### config.mk
export PLATFORM = sky130hd
export DESIGN_NAME = gpio_port
export DESIGN_NICKNAME = d
export VERILOG_FILES = /design/src/rtl/gpio_port_pkg.sv /design/src/rtl/gpio_pin.sv /design/src/rtl/gpio_port_regs.sv /design/src/rtl/gpio_port.sv
export SDC_FILE = /design/constraint.sdc
export NUM_CORES = 1
export LEC_CHECK = 0
export BUFFER_PORTS_ARGS = -buffer_cell sky130_fd_sc_hd__buf_4
export CAP_MARGIN = 20
export CORE_MARGIN = 3
export CORE_UTILIZATION = 25
export DETAILED_ROUTE_END_ITERATION = 12
export REMOVE_ABC_BUFFERS = 1
export SYNTH_ARGS = -nofsm -noshare
export SYNTH_HDL_FRONTEND = slang
export SYNTH_HIERARCHICAL = 1
export SYNTH_SLANG_ARGS = --single-unit
### constraint.sdc
create_clock -name clk_i -period 2.9 [get_ports clk_i]
set_input_delay 0 -clock clk_i [delete_from_list [all_inputs] [get_ports clk_i]]
set_output_delay 0 -clock clk_i [all_outputs]
set_load 0.01 [all_outputs]
### src/rtl/gpio_port_pkg.sv
package gpio_port_pkg;
  localparam int unsigned ADDR_W = 8;

  localparam logic [ADDR_W-1:0] A_OUT    = 8'h00;
  localparam logic [ADDR_W-1:0] A_OUTSET = 8'h01;
  localparam logic [ADDR_W-1:0] A_OUTCLR = 8'h02;
  localparam logic [ADDR_W-1:0] A_IN     = 8'h03;
  localparam logic [ADDR_W-1:0] A_DIR    = 8'h04;
  localparam logic [ADDR_W-1:0] A_DIRSET = 8'h05;
  localparam logic [ADDR_W-1:0] A_DIRCLR = 8'h06;
  localparam int unsigned       CFG_BASE = 'h40;

  typedef enum logic [1:0] {
    PULL_NONE = 2'b00,
    PULL_DOWN = 2'b01,
    PULL_RSVD = 2'b10,
    PULL_UP   = 2'b11
  } pull_e;

  typedef struct packed {
    logic [1:0] pull;
    logic       disc;
    logic       dir;
  } pin_cfg_t;

  localparam pin_cfg_t CFG_RST = '{pull: PULL_NONE, disc: 1'b1, dir: 1'b0};
endpackage

### src/rtl/gpio_pin.sv
module gpio_pin
  import gpio_port_pkg::*;
(
  input  logic       clk_i,
  input  logic       rst_ni,
  input  logic       out_i,
  input  logic       oe_i,
  input  logic [1:0] pull_i,
  input  logic       ext_drv_i,
  input  logic       ext_lvl_i,
  output logic       level_o,
  output logic       short_o
);
  logic level_q, level_d;
  logic conflict, conflict_q, short_q;

  // priority: external source, own driver, pull, keeper
  always_comb begin
    if (ext_drv_i)              level_d = ext_lvl_i;
    else if (oe_i)              level_d = out_i;
    else if (pull_i == PULL_UP) level_d = 1'b1;
    else if (pull_i == PULL_DOWN) level_d = 1'b0;
    else                        level_d = level_q;
  end

  assign conflict = ext_drv_i & oe_i & (ext_lvl_i ^ out_i);

  always_ff @(posedge clk_i or negedge rst_ni) begin
    if (!rst_ni) begin
      level_q    <= 1'b0;
      conflict_q <= 1'b0;
      short_q    <= 1'b0;
    end else begin
      level_q    <= level_d;
      conflict_q <= conflict;
      short_q    <= conflict & ~conflict_q;
    end
  end

  assign level_o = level_q;
  assign short_o = short_q;
endmodule

### src/rtl/gpio_port_regs.sv
module gpio_port_regs
  import gpio_port_pkg::*;
#(
  parameter int unsigned NUM_PINS = 32,
  parameter int unsigned DW       = 32,
  parameter int unsigned AW       = 8
) (
  input  logic                  clk_i,
  input  logic                  rst_ni,
  input  logic                  req_i,
  input  logic                  we_i,
  input  logic [AW-1:0]         addr_i,
  input  logic [DW-1:0]         wdata_i,
  input  logic [NUM_PINS-1:0]   level_i,
  output logic [NUM_PINS-1:0]   out_o,
  output logic [NUM_PINS-1:0]   dir_o,
  output logic [NUM_PINS-1:0]   disc_o,
  output logic [2*NUM_PINS-1:0] pull_o,
  output logic [DW-1:0]         rdata_o
);
  localparam int unsigned CFG_W = $bits(pin_cfg_t);

  logic [NUM_PINS-1:0]   out_q, out_d, dir_q, dir_d, disc_q, disc_d;
  logic [2*NUM_PINS-1:0] pull_q, pull_d;
  logic [DW-1:0]         rdata_q, rdata_d;
  logic [NUM_PINS-1:0]   wmask;
  logic                  wr, rd;

  assign wr    = req_i & we_i;
  assign rd    = req_i & ~we_i;
  assign wmask = wdata_i[NUM_PINS-1:0];

  always_comb begin
    out_d  = out_q;
    dir_d  = dir_q;
    disc_d = disc_q;
    pull_d = pull_q;
    if (wr) begin
      case (addr_i)
        AW'(A_OUT):    out_d = wmask;
        AW'(A_OUTSET): out_d = out_q | wmask;
        AW'(A_OUTCLR): out_d = out_q & ~wmask;
        AW'(A_DIR):    dir_d = wmask;
        AW'(A_DIRSET): dir_d = dir_q | wmask;
        AW'(A_DIRCLR): dir_d = dir_q & ~wmask;
        default: begin
          for (int n = 0; n < NUM_PINS; n++) begin
            if (addr_i == AW'(CFG_BASE + n)) begin
              dir_d[n]          = wdata_i[0];
              disc_d[n]         = wdata_i[1];
              pull_d[2*n +: 2]  = wdata_i[3:2];
            end
          end
        end
      endcase
    end
  end

  always_comb begin
    rdata_d = '0;
    case (addr_i)
      AW'(A_OUT), AW'(A_OUTSET), AW'(A_OUTCLR): rdata_d[NUM_PINS-1:0] = out_q;
      AW'(A_DIR), AW'(A_DIRSET), AW'(A_DIRCLR): rdata_d[NUM_PINS-1:0] = dir_q;
      AW'(A_IN): rdata_d[NUM_PINS-1:0] = level_i & ~disc_q;
      default: begin
        for (int n = 0; n < NUM_PINS; n++) begin
          if (addr_i == AW'(CFG_BASE + n))
            rdata_d[CFG_W-1:0] = {pull_q[2*n +: 2], disc_q[n], dir_q[n]};
        end
      end
    endcase
  end

  always_ff @(posedge clk_i or negedge rst_ni) begin
    if (!rst_ni) begin
      out_q   <= '0;
      dir_q   <= {NUM_PINS{CFG_RST.dir}};
      disc_q  <= {NUM_PINS{CFG_RST.disc}};
      pull_q  <= {NUM_PINS{CFG_RST.pull}};
      rdata_q <= '0;
    end else begin
      out_q  <= out_d;
      dir_q  <= dir_d;
      disc_q <= disc_d;
      pull_q <= pull_d;
      if (rd) rdata_q <= rdata_d;
    end
  end

  assign out_o   = out_q;
  assign dir_o   = dir_q;
  assign disc_o  = disc_q;
  assign pull_o  = pull_q;
  assign rdata_o = rdata_q;
endmodule

### src/rtl/gpio_port.sv
module gpio_port
  import gpio_port_pkg::*;
#(
  parameter int unsigned NUM_PINS = 32,
  parameter int unsigned DW       = 32,
  parameter int unsigned AW       = ADDR_W
) (
  input  logic                clk_i,
  input  logic                rst_ni,
  input  logic                req_i,
  input  logic                we_i,
  input  logic [AW-1:0]       addr_i,
  input  logic [DW-1:0]       wdata_i,
  output logic [DW-1:0]       rdata_o,
  input  logic [NUM_PINS-1:0] pad_drv_i,
  input  logic [NUM_PINS-1:0] pad_lvl_i,
  output logic [NUM_PINS-1:0] pad_out_o,
  output logic [NUM_PINS-1:0] pad_oe_o,
  output logic [NUM_PINS-1:0] short_o
);
  logic [NUM_PINS-1:0]   out_w, dir_w, disc_w, level_w;
  logic [2*NUM_PINS-1:0] pull_w;

  gpio_port_regs #(.NUM_PINS(NUM_PINS), .DW(DW), .AW(AW)) u_regs (
    .clk_i   (clk_i),
    .rst_ni  (rst_ni),
    .req_i   (req_i),
    .we_i    (we_i),
    .addr_i  (addr_i),
    .wdata_i (wdata_i),
    .level_i (level_w),
    .out_o   (out_w),
    .dir_o   (dir_w),
    .disc_o  (disc_w),
    .pull_o  (pull_w),
    .rdata_o (rdata_o)
  );

  for (genvar n = 0; n < NUM_PINS; n++) begin : g_pin
    gpio_pin u_pin (
      .clk_i     (clk_i),
      .rst_ni    (rst_ni),
      .out_i     (out_w[n]),
      .oe_i      (dir_w[n]),
      .pull_i    (pull_w[2*n +: 2]),
      .ext_drv_i (pad_drv_i[n]),
      .ext_lvl_i (pad_lvl_i[n]),
      .level_o   (level_w[n]),
      .short_o   (short_o[n])
    );
  end

  assign pad_out_o = out_w;
  assign pad_oe_o  = dir_w;
endmodule

==> results.rst <==
.. list-table::
   :header-rows: 1

   * - Metric
     - Value
   * - Number of global-route vias before repair
     - between 10000 and 15000
   * - Clock tree from TritonCTS
     - yes
   * - Count of cell types in the netlist
     - 72
   * - Max FO, Critical Path
     - 20
   * - Leakage power figure
     - 9.09 nW
   * - Critical-path cell with the highest stage delay
     - nand2_1
   * - Start-to-end type of the worst setup path
     - input port to flop
   * - Count of cells along the worst register-to-register path
     - 7
   * - Largest family of logic cells by synthesized area
     - compound AO/OA/AOI/OAI gates
   * - Final routed wirelength across all metal layers
     - 65000 um
   * - Overall overflow remaining after global route
     - 0
   * - Slack of the worst reg-to-reg path
     - 550 ps
   * - Total negative slack for setup checks
     - 0 ps
   * - Worst Clk Skew
     - slightly above 20 ps
   * - Setup repair bufs after CTS
     - 0
   * - Crit path required time
     - 3300 ps
   * - Result of the run
     - completed
   * - Data arrival time of the worst path
     - 2870 ps
   * - Net count reported at finish
     - 1940
   * - Cell area after layout
     - between 20000 and 25000 sq um
   * - Number of violations reported at the end of detailed-routing iteration 0
     - roughly 1000
   * - H-tree lvl count
     - 2
   * - Element type at the critical path start
     - input port
   * - Number of pins with negative max-slew slack in the final report
     - 0
   * - WHS Path Cells
     - 2
   * - Initial core utilization
     - 0.256
   * - Clk slew on worst S/H paths
     - 50 ps
   * - Total area of sequential cells
     - between 7000 and 8000 sq um
   * - Overall routing resource usage
     - 0.199
   * - Post-detailed-placement half-perimeter wirelength
     - 45200 um
   * - Post-synth EDFFs
     - 0
   * - Final std cells w/o fill
     - around 2600
   * - Buffering stage count on the worst path with inverters included
     - 3
   * - Count of placed standard cells including taps
     - 2435
   * - Sink of the worst hold path
     - u_regs/out_o[2]
   * - Multiplexer share of the synthesized area
     - 0.129
   * - Clock insertion delay at the later pin of the skew report
     - 550 ps
   * - Sum of internal, switching and leakage power
     - about 11 mW
   * - Transition at the pin with the smallest max-transition slack
     - 1040 ps
   * - Std cell rows
     - a little under 90
   * - Flip-flop and latch count after synthesis
     - 288
   * - Multi-input combinational cell area
     - 7520 sq um
   * - Area share of xor/xnor cells in the synthesized design
     - 0.0184
   * - Min Tclk post-route
     - 2470 ps
   * - Placed inst area
     - 18100 sq um
   * - GP Congestion
     - 0.909
   * - Routed via count
     - 13900
   * - Core Box Area
     - between 50000 and 60000 sq um
   * - Count of buffers from port buffering
     - 235
   * - WHS
     - 56.9 ps
   * - Chip width
     - 253 um
   * - Total Die Area
     - 64100 sq um
   * - Global-route wire length before repair
     - approximately 96000 um
   * - Final Hold Violating Endpoints
     - 0
   * - Clock buffers created by TritonCTS
     - 38
   * - Synth Cell Area
     - 15300 sq um
   * - Final core utilization
     - 0.347
   * - Maximum operating frequency
     - 0.406 GHz
   * - Maximum number of pins on one net before global-route repair
     - slightly below 100
   * - Antenna cell count
     - 0
   * - Clock root cell
     - clkbuf_16
   * - Die height
     - between 200 and 300 um
   * - Kind of cell with the highest combined delay on the critical path
     - buffers and inverters
   * - Peak supply drop
     - 0.000350 V
   * - Crit. End Element
     - flop
   * - Max-capacitance violation count
     - 0
   * - Share of cells above drive strength 1
     - 0.328
   * - Area Overhead vs Synth
     - 35.6%
   * - CTS max path bufs
     - 3
   * - Slowest stage delay, CP
     - 750 ps
   * - Relative slew slack
     - 0.299
   * - Syn avg cell area
     - 10.4 sq um
   * - Critical register-to-register path startpoint
     - u_regs/disc_o[3]
   * - Adder-cell share of the synthesized area
     - 0
   * - Top-Level Pins
     - 236
   * - Routed WL per cell
     - 24.7 um
   * - Number of instances in the synthesized netlist
     - approximately 1500
   * - Share of the clock period used by the worst path
     - 0.850
   * - Antenna violations before repair
     - 1
   * - Vias per inst
     - 5.28
   * - Setup repair after global routing missed its margin
     - no
   * - Sinks on the clock net
     - 288
   * - Number of warning messages in the yosys log
     - 6
   * - Hold Path Origin
     - wdata_i[2]
   * - Pre-Repair DR Iteration Count
     - 5
   * - FFs w/ async S/R, synth
     - 1.00
   * - Residual DRC count
     - 0
   * - # fillers
     - 6051
   * - Cells along the critical path
     - dlygate4sd3_1, buf_4, inv_1, nand2_1, o32ai_1, a31oi_1
   * - Synthesized-area fraction occupied by and/or/nand/nor cells
     - 0.147
   * - Sequential element share of the synthesized area
     - 0.475
   * - Post-synthesis compound-gate area fraction
     - 0.197
   * - Hold/Removal Path Class
     - input port to flop
   * - Worst flop-to-flop path endpoint
     - u_regs/rdata_o[3]
   * - Most used flip-flop cell after synthesis
     - dfrtp_1
   * - Final setup violating endpoints
     - 0
   * - Worst slack, placed
     - between 200 and 250 ps
   * - Power density cells
     - 523 nW/um^2
   * - Final worst-path setup slack
     - 435 ps
   * - Final antenna-violating net count
     - 0
[worst register-to-register path: stages, from the launching register on]
cell and delay (ps):
dfstp_2 550, and4b_1 190, a211oi_1 290, o21ai_0 280, a21boi_0 220, a211oi_1 450
o211a_1 220, nor3_1 40
[what timing repair did]
action,CTS,global route
endpoints found under the hold margin,245,0
resized for setup,0,0
hold buffers,130,0
setup endpoints to repair,0,0
[cell type report]
cell class,count,area share
Clock buffer,57,0.0543
Clock inverter,10,0.00762
Multi-Input combinational cell,1052,0.363
Tap cell,773,0.0467
Timing Repair Buffer,427,0.173
Inverter,25,0.00453
Sequential cell,288,0.350
[cell usage after synthesis, drive strengths merged, types with 3 or more instances]
master / number / area (sq um)
dfstp: 32 / 841
nand3: 23 / 115
nand2: 125 / 482
inv: 25 / 93.8
xor2: 32 / 280
and2: 3 / 18.8
a32oi: 5 / 43.8
o21ai: 169 / 846
a31oi: 14 / 87.6
nor2: 65 / 269
nor3: 18 / 100
a2bb2oi: 5 / 43.8
nor2b: 42 / 503
and3: 38 / 278
nor3b: 32 / 240
a21oi: 89 / 445
nor4b: 7 / 67.6
mux2: 133 / 1500
a211oi: 10 / 80.1
a221oi: 33 / 289
o221ai: 8 / 70.1
mux4: 3 / 67.6
o22ai: 25 / 156
a22o: 33 / 289
nand2b: 9 / 56.3
o2111ai: 5 / 43.8
clkbuf: 57 / 214
mux2i: 40 / 400
a2111oi: 4 / 41.3
o21a: 7 / 52.6
o32ai: 22 / 193
dfrtp: 256 / 6410
o211ai: 10 / 75.1
buf: 44 / 223
o311ai: 3 / 26.3
a22oi: 15 / 113
[power by group]
group | internal, mW | total (mW) | switching [mW]
clock network | 3.03 | 4.88 | 1.86
registers | 4.22 | 4.50 | 0.275
logic | 0.701 | 1.45 | 0.751
[routing by layer]
layer,share of wire,track usage,vias up
li1,-,-,6189
met1,0.44,0.272,6991
met2,0.47,0.324,598
met3,0.065,0.0333,107
met4,0.025,0.0590,0
met5,0,0,-
[state kept, by name (all words and copies together) (netlist names)]
signal	cells
u_regs/rdata_o	32
u_regs/pull_o	64
g_pin.u_pin/short_o	32
u_regs/dir_o	32
g_pin.u_pin/level_o	32
g_pin.u_pin/conflict_q	32
u_regs/out_o	32
u_regs/disc_o	32
[cells in the final DEF (no fill, tap or decap), types with 33 or more instances in the layout]
cell / count
buf_4: 292
a221oi_1: 33
mux2i_1: 40
a21oi_1: 89
o21ai_0: 168
nor2_1: 56
a22o_1: 33
nand2_1: 122
mux2_2: 131
dfrtp_1: 256
clkbuf_16: 39
dlygate4sd3_1: 130
[how the worst max path moves through the flow]
stage | slack [ps] | depth (start not counted) | endpoint | start
2_1_floorplan | 30 | 6 | u_regs/pull_o[56] | addr_i[4]
3_5_place_dp | 230 | 8 | u_regs/out_o[17] | addr_i[4]
5_1_grt | 380 | 6 | u_regs/dir_o[24] | addr_i[1]
3_3_place_gp | 260 | 8 | u_regs/out_o[7] | addr_i[4]
6_report | 430 | 6 | u_regs/dir_o[28] | addr_i[1]
4_1_cts | 560 | 6 | u_regs/dir_o[12] | addr_i[1]
[cell families after synthesis]
family,Yosys count
simple gates,375
flops,288
mux,176
compound gates,469
buf+inv,126
xor+xnor,32
No activity file was read; power rests on OpenSTA's default activity.
